<file path="src/rtl/rtc_cal_pkg.sv">
package rtc_cal_pkg;

    localparam int DW         = 4;
    localparam int NUM_DIGITS = 13;
    localparam int DATE_WR    = 7;

    typedef logic [DW-1:0] bcd_t;

    // digit selector indices, decoded by the host bus logic
    localparam int SEL_SEC_U = 0;
    localparam int SEL_SEC_T = 1;
    localparam int SEL_MIN_U = 2;
    localparam int SEL_MIN_T = 3;
    localparam int SEL_HR_U  = 4;
    localparam int SEL_HR_T  = 5;
    localparam int SEL_WDAY  = 6;
    localparam int SEL_DAY_U = 7;
    localparam int SEL_DAY_T = 8;
    localparam int SEL_MON_U = 9;
    localparam int SEL_MON_T = 10;
    localparam int SEL_YR_U  = 11;
    localparam int SEL_YR_T  = 12;

    function automatic logic [6:0] bcd_value(input bcd_t tens, input bcd_t units);
        return 7'(tens) * 7'd10 + 7'(units);
    endfunction

    function automatic logic [6:0] month_days(input logic [6:0] month, input logic leap);
        logic [6:0] n;
        case (month)
            7'd2:                    n = leap ? 7'd29 : 7'd28;
            7'd4, 7'd6, 7'd9, 7'd11: n = 7'd30;
            default:                 n = 7'd31;
        endcase
        return n;
    endfunction

endpackage

</file>
<file path="src/rtl/rtc_sexa_pair.sv">
module rtc_sexa_pair
    import rtc_cal_pkg::*;
#(
    parameter int UNIT_MAX = 9,
    parameter int TENS_MAX = 5,
    parameter int TENS_W   = 3
) (
    input  logic clk,
    input  logic rst_n,
    input  logic adv,
    input  logic wr_u,
    input  logic wr_t,
    input  bcd_t wr_data,
    output bcd_t unit_o,
    output bcd_t tens_o,
    output logic wrap_o,
    output logic carry_o
);

    localparam bcd_t U_LIM  = bcd_t'(UNIT_MAX);
    localparam bcd_t T_LIM  = bcd_t'(TENS_MAX);
    localparam bcd_t T_MASK = bcd_t'((1 << TENS_W) - 1);

    typedef struct packed {
        bcd_t u;
        bcd_t t;
        logic c;
    } pair_s;

    pair_s pair_d, pair_q;

    assign wrap_o = adv && (pair_q.u >= U_LIM) && (pair_q.t >= T_LIM);

    always_comb begin
        pair_d   = pair_q;
        pair_d.c = 1'b0;
        if (adv) begin
            if (pair_q.u >= U_LIM) begin
                pair_d.u = '0;
                if (pair_q.t >= T_LIM) begin
                    pair_d.t = '0;
                    pair_d.c = 1'b1;
                end else begin
                    pair_d.t = pair_q.t + 4'd1;
                end
            end else begin
                pair_d.u = pair_q.u + 4'd1;
            end
        end
        if (wr_u) pair_d.u = wr_data;
        if (wr_t) pair_d.t = wr_data & T_MASK;
    end

    always_ff @(posedge clk) begin
        if (!rst_n) pair_q <= '0;
        else        pair_q <= pair_d;
    end

    assign unit_o  = pair_q.u;
    assign tens_o  = pair_q.t;
    assign carry_o = pair_q.c;

    assert_unit_wrap_R1: assert property (@(posedge clk) disable iff (!rst_n)
        (adv && !wr_u && pair_q.u >= U_LIM) |=> (pair_q.u == 4'd0));

    assert_carry_pulse_R2: assert property (@(posedge clk) disable iff (!rst_n)
        (wrap_o && !wr_u && !wr_t) |=> (pair_q.c && pair_q.u == 4'd0 && pair_q.t == 4'd0));

    assert_carry_only_on_wrap_R2: assert property (@(posedge clk) disable iff (!rst_n)
        !wrap_o |=> !pair_q.c);

endmodule

</file>
<file path="src/rtl/rtc_hour_ctr.sv">
module rtc_hour_ctr
    import rtc_cal_pkg::*;
(
    input  logic clk,
    input  logic rst_n,
    input  logic adv,
    input  logic wr_u,
    input  logic wr_t,
    input  bcd_t wr_data,
    output bcd_t hr_u_o,
    output bcd_t hr_t_o,
    output logic day_adv_o
);

    typedef struct packed {
        bcd_t       u;
        logic [1:0] t;
        logic       pm;
        logic       m24;
    } hour_s;

    hour_s hr_d, hr_q;
    logic  roll;

    always_comb begin
        hr_d = hr_q;
        roll = 1'b0;
        if (adv) begin
            if (hr_q.m24) begin
                if (hr_q.t >= 2'd2 && hr_q.u >= 4'd3) begin
                    hr_d.u = '0;
                    hr_d.t = '0;
                    roll   = 1'b1;
                end else if (hr_q.u >= 4'd9) begin
                    hr_d.u = '0;
                    hr_d.t = hr_q.t + 2'd1;
                end else begin
                    hr_d.u = hr_q.u + 4'd1;
                end
            end else begin
                if (hr_q.t >= 2'd1 && hr_q.u >= 4'd2) begin
                    hr_d.u = 4'd1;
                    hr_d.t = 2'd0;
                end else if (hr_q.t == 2'd1 && hr_q.u == 4'd1) begin
                    hr_d.u  = 4'd2;
                    hr_d.pm = ~hr_q.pm;
                    roll    = hr_q.pm;
                end else if (hr_q.u >= 4'd9) begin
                    hr_d.u = '0;
                    hr_d.t = 2'd1;
                end else begin
                    hr_d.u = hr_q.u + 4'd1;
                end
            end
        end
        if (wr_u) hr_d.u = wr_data;
        if (wr_t) begin
            hr_d.m24 = wr_data[3];
            hr_d.pm  = wr_data[3] ? 1'b0 : wr_data[2];
            hr_d.t   = wr_data[1:0];
        end
    end

    always_ff @(posedge clk) begin
        if (!rst_n) hr_q <= '{u: '0, t: '0, pm: 1'b0, m24: 1'b1};
        else        hr_q <= hr_d;
    end

    assign hr_u_o    = hr_q.u;
    assign hr_t_o    = {hr_q.m24, hr_q.pm, hr_q.t};
    assign day_adv_o = roll;

    assert_h24_wrap_R3: assert property (@(posedge clk) disable iff (!rst_n)
        (adv && !wr_u && !wr_t && hr_q.m24 && hr_q.t == 2'd2 && hr_q.u == 4'd3)
        |=> (hr_q.u == 4'd0 && hr_q.t == 2'd0));

    assert_h12_pm_toggle_R4: assert property (@(posedge clk) disable iff (!rst_n)
        (adv && !wr_u && !wr_t && !hr_q.m24 && hr_q.t == 2'd1 && hr_q.u == 4'd1)
        |=> (hr_q.u == 4'd2 && hr_q.pm != $past(hr_q.pm)));

    assert_h24_clears_pm_R4: assert property (@(posedge clk) disable iff (!rst_n)
        (wr_t && wr_data[3]) |=> !hr_q.pm);

endmodule

</file>
<file path="src/rtl/rtc_date_ctr.sv">
module rtc_date_ctr
    import rtc_cal_pkg::*;
(
    input  logic               clk,
    input  logic               rst_n,
    input  logic               adv,
    input  logic [DATE_WR-1:0] wr_stb,   // wday, day u, day t, mon u, mon t, yr u, yr t
    input  bcd_t               wr_data,
    output bcd_t               wday_o,
    output bcd_t               day_u_o,
    output bcd_t               day_t_o,
    output bcd_t               mon_u_o,
    output bcd_t               mon_t_o,
    output bcd_t               yr_u_o,
    output bcd_t               yr_t_o
);

    typedef struct packed {
        logic [2:0] wd;
        bcd_t       du;
        logic [1:0] dt;
        logic [1:0] code;
        bcd_t       mu;
        logic       mt;
        bcd_t       yu;
        bcd_t       yt;
    } date_s;

    date_s      dt_d, dt_q;
    logic [6:0] day_bin;
    logic [6:0] mon_bin;
    logic [6:0] mon_len;
    logic       mon_roll;
    logic       yr_roll;

    assign day_bin = bcd_value({2'b00, dt_q.dt}, dt_q.du);
    assign mon_bin = bcd_value({3'b000, dt_q.mt}, dt_q.mu);
    assign mon_len = month_days(mon_bin, dt_q.code == 2'b00);

    always_comb begin
        dt_d     = dt_q;
        mon_roll = 1'b0;
        yr_roll  = 1'b0;
        if (adv) begin
            dt_d.wd = (dt_q.wd >= 3'd6) ? 3'd0 : dt_q.wd + 3'd1;
            if (day_bin >= mon_len) begin
                dt_d.du  = 4'd1;
                dt_d.dt  = 2'd0;
                mon_roll = 1'b1;
            end else if (dt_q.du >= 4'd9) begin
                dt_d.du = '0;
                dt_d.dt = dt_q.dt + 2'd1;
            end else begin
                dt_d.du = dt_q.du + 4'd1;
            end
        end
        if (mon_roll) begin
            if (mon_bin >= 7'd12) begin
                dt_d.mu = 4'd1;
                dt_d.mt = 1'b0;
                yr_roll = 1'b1;
            end else if (dt_q.mu >= 4'd9) begin
                dt_d.mu = '0;
                dt_d.mt = 1'b1;
            end else begin
                dt_d.mu = dt_q.mu + 4'd1;
            end
        end
        if (yr_roll) begin
            dt_d.code = dt_q.code - 2'd1;
            if (dt_q.yu >= 4'd9) begin
                dt_d.yu = '0;
                dt_d.yt = (dt_q.yt >= 4'd9) ? 4'd0 : dt_q.yt + 4'd1;
            end else begin
                dt_d.yu = dt_q.yu + 4'd1;
            end
        end
        if (wr_stb[0]) dt_d.wd = wr_data[2:0];
        if (wr_stb[1]) dt_d.du = wr_data;
        if (wr_stb[2]) begin
            dt_d.code = wr_data[3:2];
            dt_d.dt   = wr_data[1:0];
        end
        if (wr_stb[3]) dt_d.mu = wr_data;
        if (wr_stb[4]) dt_d.mt = wr_data[0];
        if (wr_stb[5]) dt_d.yu = wr_data;
        if (wr_stb[6]) dt_d.yt = wr_data;
    end

    always_ff @(posedge clk) begin
        if (!rst_n) dt_q <= '{wd: '0, du: 4'd1, dt: '0, code: '0, mu: 4'd1, mt: 1'b0, yu: '0, yt: '0};
        else        dt_q <= dt_d;
    end

    assign wday_o  = {1'b0, dt_q.wd};
    assign day_u_o = dt_q.du;
    assign day_t_o = {dt_q.code, dt_q.dt};
    assign mon_u_o = dt_q.mu;
    assign mon_t_o = {3'b000, dt_q.mt};
    assign yr_u_o  = dt_q.yu;
    assign yr_t_o  = dt_q.yt;

    assert_wday_wrap_R5: assert property (@(posedge clk) disable iff (!rst_n)
        (adv && !wr_stb[0] && dt_q.wd >= 3'd6) |=> (dt_q.wd == 3'd0));

    assert_month_end_R6: assert property (@(posedge clk) disable iff (!rst_n)
        (adv && !(|wr_stb) && day_bin >= mon_len) |=> (dt_q.du == 4'd1 && dt_q.dt == 2'd0));

    assert_leap_code_step_R7: assert property (@(posedge clk) disable iff (!rst_n)
        (yr_roll && !(|wr_stb)) |=> (dt_q.code == $past(dt_q.code) - 2'd1));

endmodule

</file>
<file path="src/rtl/rtc_calendar_chain.sv">
module rtc_calendar_chain
    import rtc_cal_pkg::*;
#(
    parameter int SEL_W = 4
) (
    input  logic             clk,
    input  logic             rst_n,
    input  logic             tick_1hz,
    input  logic             wr_en,
    input  logic [SEL_W-1:0] wr_sel,
    input  logic [3:0]       wr_data,
    output logic [3:0]       sec_u,
    output logic [3:0]       sec_t,
    output logic [3:0]       min_u,
    output logic [3:0]       min_t,
    output logic [3:0]       hr_u,
    output logic [3:0]       hr_t,
    output logic [3:0]       wday,
    output logic [3:0]       day_u,
    output logic [3:0]       day_t,
    output logic [3:0]       mon_u,
    output logic [3:0]       mon_t,
    output logic [3:0]       yr_u,
    output logic [3:0]       yr_t,
    output logic             carry_min,
    output logic             carry_hr
);

    localparam int N_PAIRS = 2;

    logic [NUM_DIGITS-1:0] wr_stb;
    logic [N_PAIRS:0]      adv_chain;
    logic [N_PAIRS-1:0]    pair_carry;
    bcd_t                  pair_u [N_PAIRS];
    bcd_t                  pair_t [N_PAIRS];
    logic                  day_adv;

    for (genvar i = 0; i < NUM_DIGITS; i++) begin : g_stb
        assign wr_stb[i] = wr_en && (wr_sel == SEL_W'(i));
    end

    assign adv_chain[0] = tick_1hz;

    for (genvar p = 0; p < N_PAIRS; p++) begin : g_pair
        rtc_sexa_pair #(
            .UNIT_MAX (9),
            .TENS_MAX (5),
            .TENS_W   (3)
        ) u_pair (
            .clk     (clk),
            .rst_n   (rst_n),
            .adv     (adv_chain[p]),
            .wr_u    (wr_stb[2*p]),
            .wr_t    (wr_stb[2*p+1]),
            .wr_data (wr_data),
            .unit_o  (pair_u[p]),
            .tens_o  (pair_t[p]),
            .wrap_o  (adv_chain[p+1]),
            .carry_o (pair_carry[p])
        );
    end

    rtc_hour_ctr u_hour (
        .clk       (clk),
        .rst_n     (rst_n),
        .adv       (adv_chain[N_PAIRS]),
        .wr_u      (wr_stb[SEL_HR_U]),
        .wr_t      (wr_stb[SEL_HR_T]),
        .wr_data   (wr_data),
        .hr_u_o    (hr_u),
        .hr_t_o    (hr_t),
        .day_adv_o (day_adv)
    );

    rtc_date_ctr u_date (
        .clk     (clk),
        .rst_n   (rst_n),
        .adv     (day_adv),
        .wr_stb  (wr_stb[SEL_YR_T:SEL_WDAY]),
        .wr_data (wr_data),
        .wday_o  (wday),
        .day_u_o (day_u),
        .day_t_o (day_t),
        .mon_u_o (mon_u),
        .mon_t_o (mon_t),
        .yr_u_o  (yr_u),
        .yr_t_o  (yr_t)
    );

    assign sec_u     = pair_u[0];
    assign sec_t     = pair_t[0];
    assign min_u     = pair_u[1];
    assign min_t     = pair_t[1];
    assign carry_min = pair_carry[0];
    assign carry_hr  = pair_carry[1];

    assert_idle_stable_R10: assert property (@(posedge clk) disable iff (!rst_n)
        (!tick_1hz && !wr_en) |=> $stable({sec_u, sec_t, min_u, min_t, hr_u, hr_t, wday,
                                           day_u, day_t, mon_u, mon_t, yr_u, yr_t}));

    assert_idle_no_carry_R10: assert property (@(posedge clk) disable iff (!rst_n)
        !tick_1hz |=> (!carry_min && !carry_hr));

    assert_year_write_R8: assert property (@(posedge clk) disable iff (!rst_n)
        (wr_en && wr_sel == SEL_W'(SEL_YR_T)) |=> (yr_t == $past(wr_data)));

endmodule

</file>
<file path="config.mk">
export PLATFORM = sky130hd
export DESIGN_NAME = rtc_calendar_chain
export DESIGN_NICKNAME = d
export VERILOG_FILES = /design/src/rtl/rtc_cal_pkg.sv /design/src/rtl/rtc_sexa_pair.sv /design/src/rtl/rtc_hour_ctr.sv /design/src/rtl/rtc_date_ctr.sv /design/src/rtl/rtc_calendar_chain.sv
export SDC_FILE = /design/constraint.sdc
export NUM_CORES = 1
export LEC_CHECK = 0
export CORE_UTILIZATION = 54
export CTS_BUF_LIST = sky130_fd_sc_hd__clkbuf_8 sky130_fd_sc_hd__clkbuf_16
export CTS_CLUSTER_DIAMETER = 150
export CTS_CLUSTER_SIZE = 25
export DETAILED_ROUTE_END_ITERATION = 8
export PLACE_DENSITY = 0.89
export SLEW_MARGIN = 20
export SYNTH_ARGS = -nofsm -noshare
export SYNTH_HDL_FRONTEND = slang
export SYNTH_SLANG_ARGS = --single-unit
</file>
<file path="constraint.sdc">
create_clock -name clk -period 4.6 [get_ports clk]
set_input_delay 1.15 -clock clk [delete_from_list [all_inputs] [get_ports clk]]
set_output_delay 1.15 -clock clk [all_outputs]
set_load 0.02 [all_outputs]
</file>
=== Yosys cells after proc, flatten, opt, wreduce, memory -nomap -nowiden ===
Index checks and enable logic that the tools add are counted.

* Add/subtract/negate cells: 15
* Multipliers: 2
* Divide/modulo/power cells: 0
* Magnitude comparators: 16
* Equal/unequal tests: 23
* Shifts and indexed selects: 0
* Muxes and demuxes: 61
* Bitwise gates (word level): 2
* Reductions and logical operators: 57

{| class="wikitable"
|+ Operators with widths
! cell !! count
|-
| 2-to-1 mux 4 bit || 20
|-
| adder 4 x 1 -> 4 bit (second input constant) || 9
|-
| nonzero test 2 bit || 18
|-
| >= comparator 4 bit (second input constant) || 7
|-
| 2-to-1 mux 9 bit || 3
|-
| 2-to-1 mux 6 bit || 4
|-
| == test 4 bit (second input constant) || 5
|-
| logical AND 1 bit || 20
|-
| 2-to-1 mux 5 bit || 4
|-
| 2-to-1 mux 1 bit || 18
|-
| == test 4 x 3 -> 1 bit (second input constant) || 4
|-
| == test 7 x 3 -> 1 bit (second input constant) || 2
|-
| == test 7 x 4 -> 1 bit (second input constant) || 2
|-
| case mux 7 bit (2 select lines) || 1
|-
| AND reduction 2 bit || 7
|-
| 2-to-1 mux 3 bit || 4
|-
| 2-to-1 mux 2 bit || 5
|-
| == test 4 x 1 -> 1 bit (second input constant) || 2
|-
| == test 4 x 2 -> 1 bit (second input constant) || 2
|-
| >= comparator 4 x 2 -> 1 bit (second input constant) || 2
|-
| >= comparator 4 x 3 -> 1 bit (second input constant) || 2
|-
| 2-to-1 mux 8 bit || 1
|-
| AND reduction 4 bit || 2
|-
| adder 6 x 4 -> 7 bit || 1
|-
| 25 further kinds || 31
|}

* Flip-flop bits (word level): 50
* Bits in latches: 0
* RAM bits: 0
* ROM bits: 0
* Input bits: 12
* Output and inout port bits: 54
* Memories kept: 0

=== Longest topological paths before layout ===
* Depth in word-level cells: 11
* Mapped depth: 15

=== Cells and area by module ===
Synthesis repeated with hierarchy kept, for this count alone.

* Cells, all modules: 476
* Area, all modules: 3764.9 um^2

{| class="wikitable"
|+ Modules (own cells, without submodules)
! module !! times used !! cells each !! area each (um^2) !! sequential area each (um^2)
|-
| rtc_date_ctr || 1 || 237 || 1846.8 || 480.5
|-
| rtc_sexa_pair || 2 || 64 || 546.8 || 180.2
|-
| rtc_hour_ctr || 1 || 91 || 720.7 || 160.2
|-
| rtc_calendar_chain || 1 || 20 || 103.8 || 0.0
|}

=== Worst setup path after synthesis ===
OpenSTA, ideal clock, no wires.

* Kind: register to register
* From: register u_date.dt_q (netlist bit u_date.mon_u_o[1])
* To: register u_date.dt_q (netlist bit u_date.mon_u_o[3])
* Library setup time: 0.079 ns
* Arrival time: 3.327 ns
* Required time: 4.521 ns
* Path slack: 1.194 ns
* Stages on the path, launching flop included: 14
* Path buffers: 0
* Cells stage by stage: dfxtp_1 > ha_1 > ha_1 > nor2b_1 > nor2_1 > a2111oi_0 > o21ai_0 > ha_1 > nand2b_1 > a21oi_1 > o32ai_2 > nand3_2 > or4_1 > o211ai_1

* Longest elaborated chain between the ends: 8
* Elaborated cells on any way between the ends: 19
* Classes of those cells: 2 x add/sub; 3 x order compare; 5 x eq/ne; 7 x mux; 2 x reduce/logical

{| class="wikitable"
|+ Ends and longest elaborated chain
! what !! line !! text
|-
| from (decl) || rtc_date_ctr.sv:29 || <nowiki>date_s dt_d, dt_q;</nowiki>
|-
| from (signal assigned) || rtc_date_ctr.sv:91 || <nowiki>if (!rst_n) dt_q <= '{wd: '0, du: 4'd1, dt: '0, code: '0, mu: 4'd1, mt: 1'b0, yu: '0, yt: '0};</nowiki>
|-
| from (signal assigned) || rtc_date_ctr.sv:92 || <nowiki>else dt_q <= dt_d;</nowiki>
|-
| adder 5 x 4 -> 6 bit || rtc_cal_pkg.sv:25 || <nowiki>return 7'(tens) * 7'd10 + 7'(units);</nowiki>
|-
| == test 7 x 3 -> 1 bit / == test 7 x 4 -> 1 bit (equally long branches) || rtc_cal_pkg.sv:30 || <nowiki>case (month)</nowiki>
|-
| OR reduction 4 bit || rtc_cal_pkg.sv:30 ||
|-
| case mux 7 bit (2 select lines) || rtc_cal_pkg.sv:30 ||
|-
| >= comparator 7 bit || rtc_date_ctr.sv:46 || <nowiki>if (day_bin >= mon_len) begin</nowiki>
|-
| 2-to-1 mux 1 bit || rtc_date_ctr.sv:46 ||
|-
| 2-to-1 mux 1 bit || rtc_date_ctr.sv:44 || <nowiki>if (adv) begin</nowiki>
|-
| nonzero test 2 bit (no line) || n/a ||
|}

Parallel ways exist; a longest one is shown, timed or not. The select of a mux whose other input is x is not followed.
A chain may end at the register's enable or synchronous reset.

=== Worst setup path in the final report ===
Ends and elaborated chain as after synthesis.

==> flow_summary.yaml <==
status:
  status: "finished clean"
cells_and_area:
  fill_cells: 511
  fin_nets: 589
  multiInputGateArea_mm2: 0.00253
  area_delta_synth_final_pct: 20.2
  diodes: 0
  drive_above_1_share: 0.0393
  final_util: 0.688
  seqCellArea_mm2: 0.00100
power:
  ir_drop_uv: 191
  power_mw: 0.892
  combPwrFrac: 0.134
  p_leak_nw: 1.75
  p_seq_frac: 0.509
  p_sw_mw: 0.241
  p_int_mw: 0.651
  pwr-share-clk: 0.356
  powerDensity_mw_per_mm2: 198
  p_sw_frac: 0.270
setup_path:
  required_ps: 4840
  cp_cell_sequence: "ha_1, ha_1, nor2b_1, nor2_1, a2111oi_0, o21ai_0, ha_1, nand2b_1, a21oi_1, o32ai_2, nand3_2, or4_1, o211ai_1"
  rrSetupSlack_ps: 870
  crit_family: "compound AO/OA/AOI/OAI gates"
  cpMaxStageDelayCell: "o32ai_2"
  rr_endpoint: "u_date.mon_u_o[3]"
  path_depth: 13
  cp_common_cell: "ha_1"
  r2r_cells: 13
  crit_type: "flop to flop"
  reg2reg_from: "u_date.mon_u_o[1]"
  startpoint_type: "flop"
  cp-endpoint: "u_date.mon_u_o[3]"
  crit_buf_inv: 0
  cp_slowest_stage_delay_ps: 560
  cp_data_arrival_time_ps: 3970
  crit_fanout: 8
  crit_start: "u_date.mon_u_o[1]"
  end_kind: "flop"
floorplan:
  pin_count: 66
  core_area_mm2: 0.00653
  die_width_um: 85.2
  start_util: 0.572
  die_area_mm2: 0.00726
  placementRows: 29
  die_h_um: 85.2
clocking:
  htreeDepth: 2
  clock_path_buffers: 2
  clk_latency_ps: 310
  post_cts_buffers: 0
  cts_resized: 0
  clk_pin_slew_ps: 90
  numClockSinks: 50
  numCtsBuffers: 5
  cts_hold_buf: 0
  root_buffer: "clkbuf_8"
  cts_tree: "done"
timing:
  max_freq_mhz: 268
  fin_skew_ps: 7.46
  worst_slew_pin_slew_ps: 1080
  setup_viol: 0
  slew_headroom: 0.271
  hold_viol: 0
  fin_crit_sh: 0.812
  min_period_ps: 3730
  rsz0062_at_grt: "no"
  maxSlewViolCount: 0
  setup_tns_ps: 0
  timing.hold.ws_ps: 511
hold_path:
  hold_depth: 2
  hold_class: "flop to flop"
global_routing:
  track_usage: 0.265
  antenna_found_initial: 0
  grt_pass1_wl_um: 15900
  grt_max_degree: 21
  grt_remaining_overflow: 0
  grt_pass1_vias: 3525
synthesis:
  yosys_most_used_dff: "dfxtp_1"
  synth_seq_cells: 50
  yosys_warnings: 0
  yosysTopAreaCellShare: 0.268
  synth_top_cell_by_area: "dfxtp_1"
  yosysUniqueCellTypes: 61
  synthCells: 482
  synth.avg_cell_area_um2: 7.76
  ys_top_cells_by_area: "dfxtp_1 (27%), ha_1 (14%), nand2_1 (5.0%)"
  ys_seq_area_frac: 0.268
  ys_async_sr_fraction: 0
  syn_area_mm2: 0.00374
  synth_common_cells: "dfxtp_1 (50), nand2_1 (50), nor2_1 (45)"
  synth_edf_count: 0
detailed_routing:
  wl_per_cell_um: 15.5
  drt_iter0_drc: 290
  ant_nets: 0
  routed_wl_um: 9500
  vias: 3787
  drc: 0
  first_pass_iters: 6
  viasPerCell: 6.19
run:
  drv_cap: 0
placed_design:
  dp.final_hpwl_um: 7000
  gp_congestion: 0.862
  port_buffers: 61
==> worst min path at each step <==
stage,to,from
floorplan,g_pair[0].u_pair.tens_o[3],g_pair[0].u_pair.tens_o[3]
global placement,g_pair[0].u_pair.tens_o[3],g_pair[0].u_pair.tens_o[3]
detailed placement,g_pair[0].u_pair.tens_o[3],g_pair[0].u_pair.tens_o[3]
CTS,g_pair[0].u_pair.tens_o[3],g_pair[0].u_pair.tens_o[3]
global route,g_pair[0].u_pair.tens_o[3],g_pair[0].u_pair.tens_o[3]
finish,g_pair[0].u_pair.tens_o[3],g_pair[0].u_pair.tens_o[3]
==> area by class of cell <==
cell class                 instances  share of cell area
clock buffer                       5              0.0153
tap                               77              0.0214
clock inverter                     3              0.0100
timing repair buffer              65               0.143
inverter                          30              0.0251
multi-input combinational        382               0.563
sequential                        50               0.223
==> metrics by stage <==
stage	cell area, µm²	setup slack [ps]	cells
floorplan	3750	1190	485
global placement	4380	1080	604
detailed placement	4380	866	604
CTS	4490	875	612
global route	4490	459	612
finish	4490	866	612
==> kinds of logic after synthesis <==
family,synth area share
adder cells (fa/ha/maj),0.146
buffers and inverters,0.0586
other,0.00100
AO/OA/AOI/OAI,0.209
flip-flops,0.268
multiplexers,0.0114
AND/OR/NAND/NOR,0.279
XOR/XNOR,0.0281
==> layout by cell type, fill, tap and decap left out, drive strengths merged, types with 3 or more instances in the layout <==
cell | synthesis | routed
nor2b | 7 | 7
and2 | 4 | 4
o311ai | 3 | 3
nor3 | 9 | 9
o31ai | 4 | 4
xnor2 | 5 | 5
a311oi | 5 | 5
o21ai | 22 | 22
xor2 | 7 | 7
buf | 10 | 4
nand4b | 4 | 4
and3 | 3 | 3
nand2 | 50 | 50
inv | 30 | 30
nand3 | 38 | 38
conb | 1 | 4
nand2b | 9 | 9
o211ai | 11 | 11
a21boi | 3 | 3
clkbuf | 13 | 5
or4 | 3 | 3
a31oi | 15 | 15
nor3b | 7 | 7
nor2 | 45 | 45
nand3b | 4 | 4
clkdlybuf4s50 | 0 | 61
or3 | 5 | 5
a21o | 3 | 3
a21oi | 24 | 24
dfxtp | 50 | 50
a211oi | 11 | 11
ha | 42 | 42
nand4 | 6 | 6
==> flip-flops by register name (all words and copies together), names as in the netlist <==
name / count
u_hour.hr_u_o: 4
u_date.day_t_o: 4
u_date.mon_t_o: 1
u_date.yr_t_o: 4
u_date.day_u_o: 4
g_pair.u_pair.unit_o: 8
u_hour.hr_t_o: 4
g_pair.u_pair.tens_o: 8
g_pair.u_pair.carry_o: 2
u_date.wday_o: 3
u_date.yr_u_o: 4
u_date.mon_u_o: 4
==> worst register-to-register path, cell delays in order, from the launching register on <==
cell and delay (ps):
dfxtp_1 440, ha_1 240, ha_1 270, nor2b_1 180
nor2_1 50, a2111oi_0 360, o21ai_0 160, ha_1 290
nand2b_1 90, a21oi_1 80, o32ai_2 560, nand3_2 250
or4_1 520, o211ai_1 160
==> routing by layer <==
layer | wire [µm] | global-route usage
met2 | 4570 | 0.463
met1 | 4080 | 0.336
met3 | 698 | 0.0428
met5 | 0 | 0
met4 | 153 | 0.0832
==> power by group through the flow <==
stage          Clock (mW)  Sequential (mW)  Combinational [mW]
2_1_floorplan           0            0.471              0.0658
3_3_place_gp            0            0.463               0.114
3_5_place_dp            0            0.464               0.118
4_1_cts             0.321            0.454               0.119
5_1_grt             0.339            0.456               0.131
6_report            0.318            0.454               0.120
Note: power is estimated with default switching activity, not from simulation.
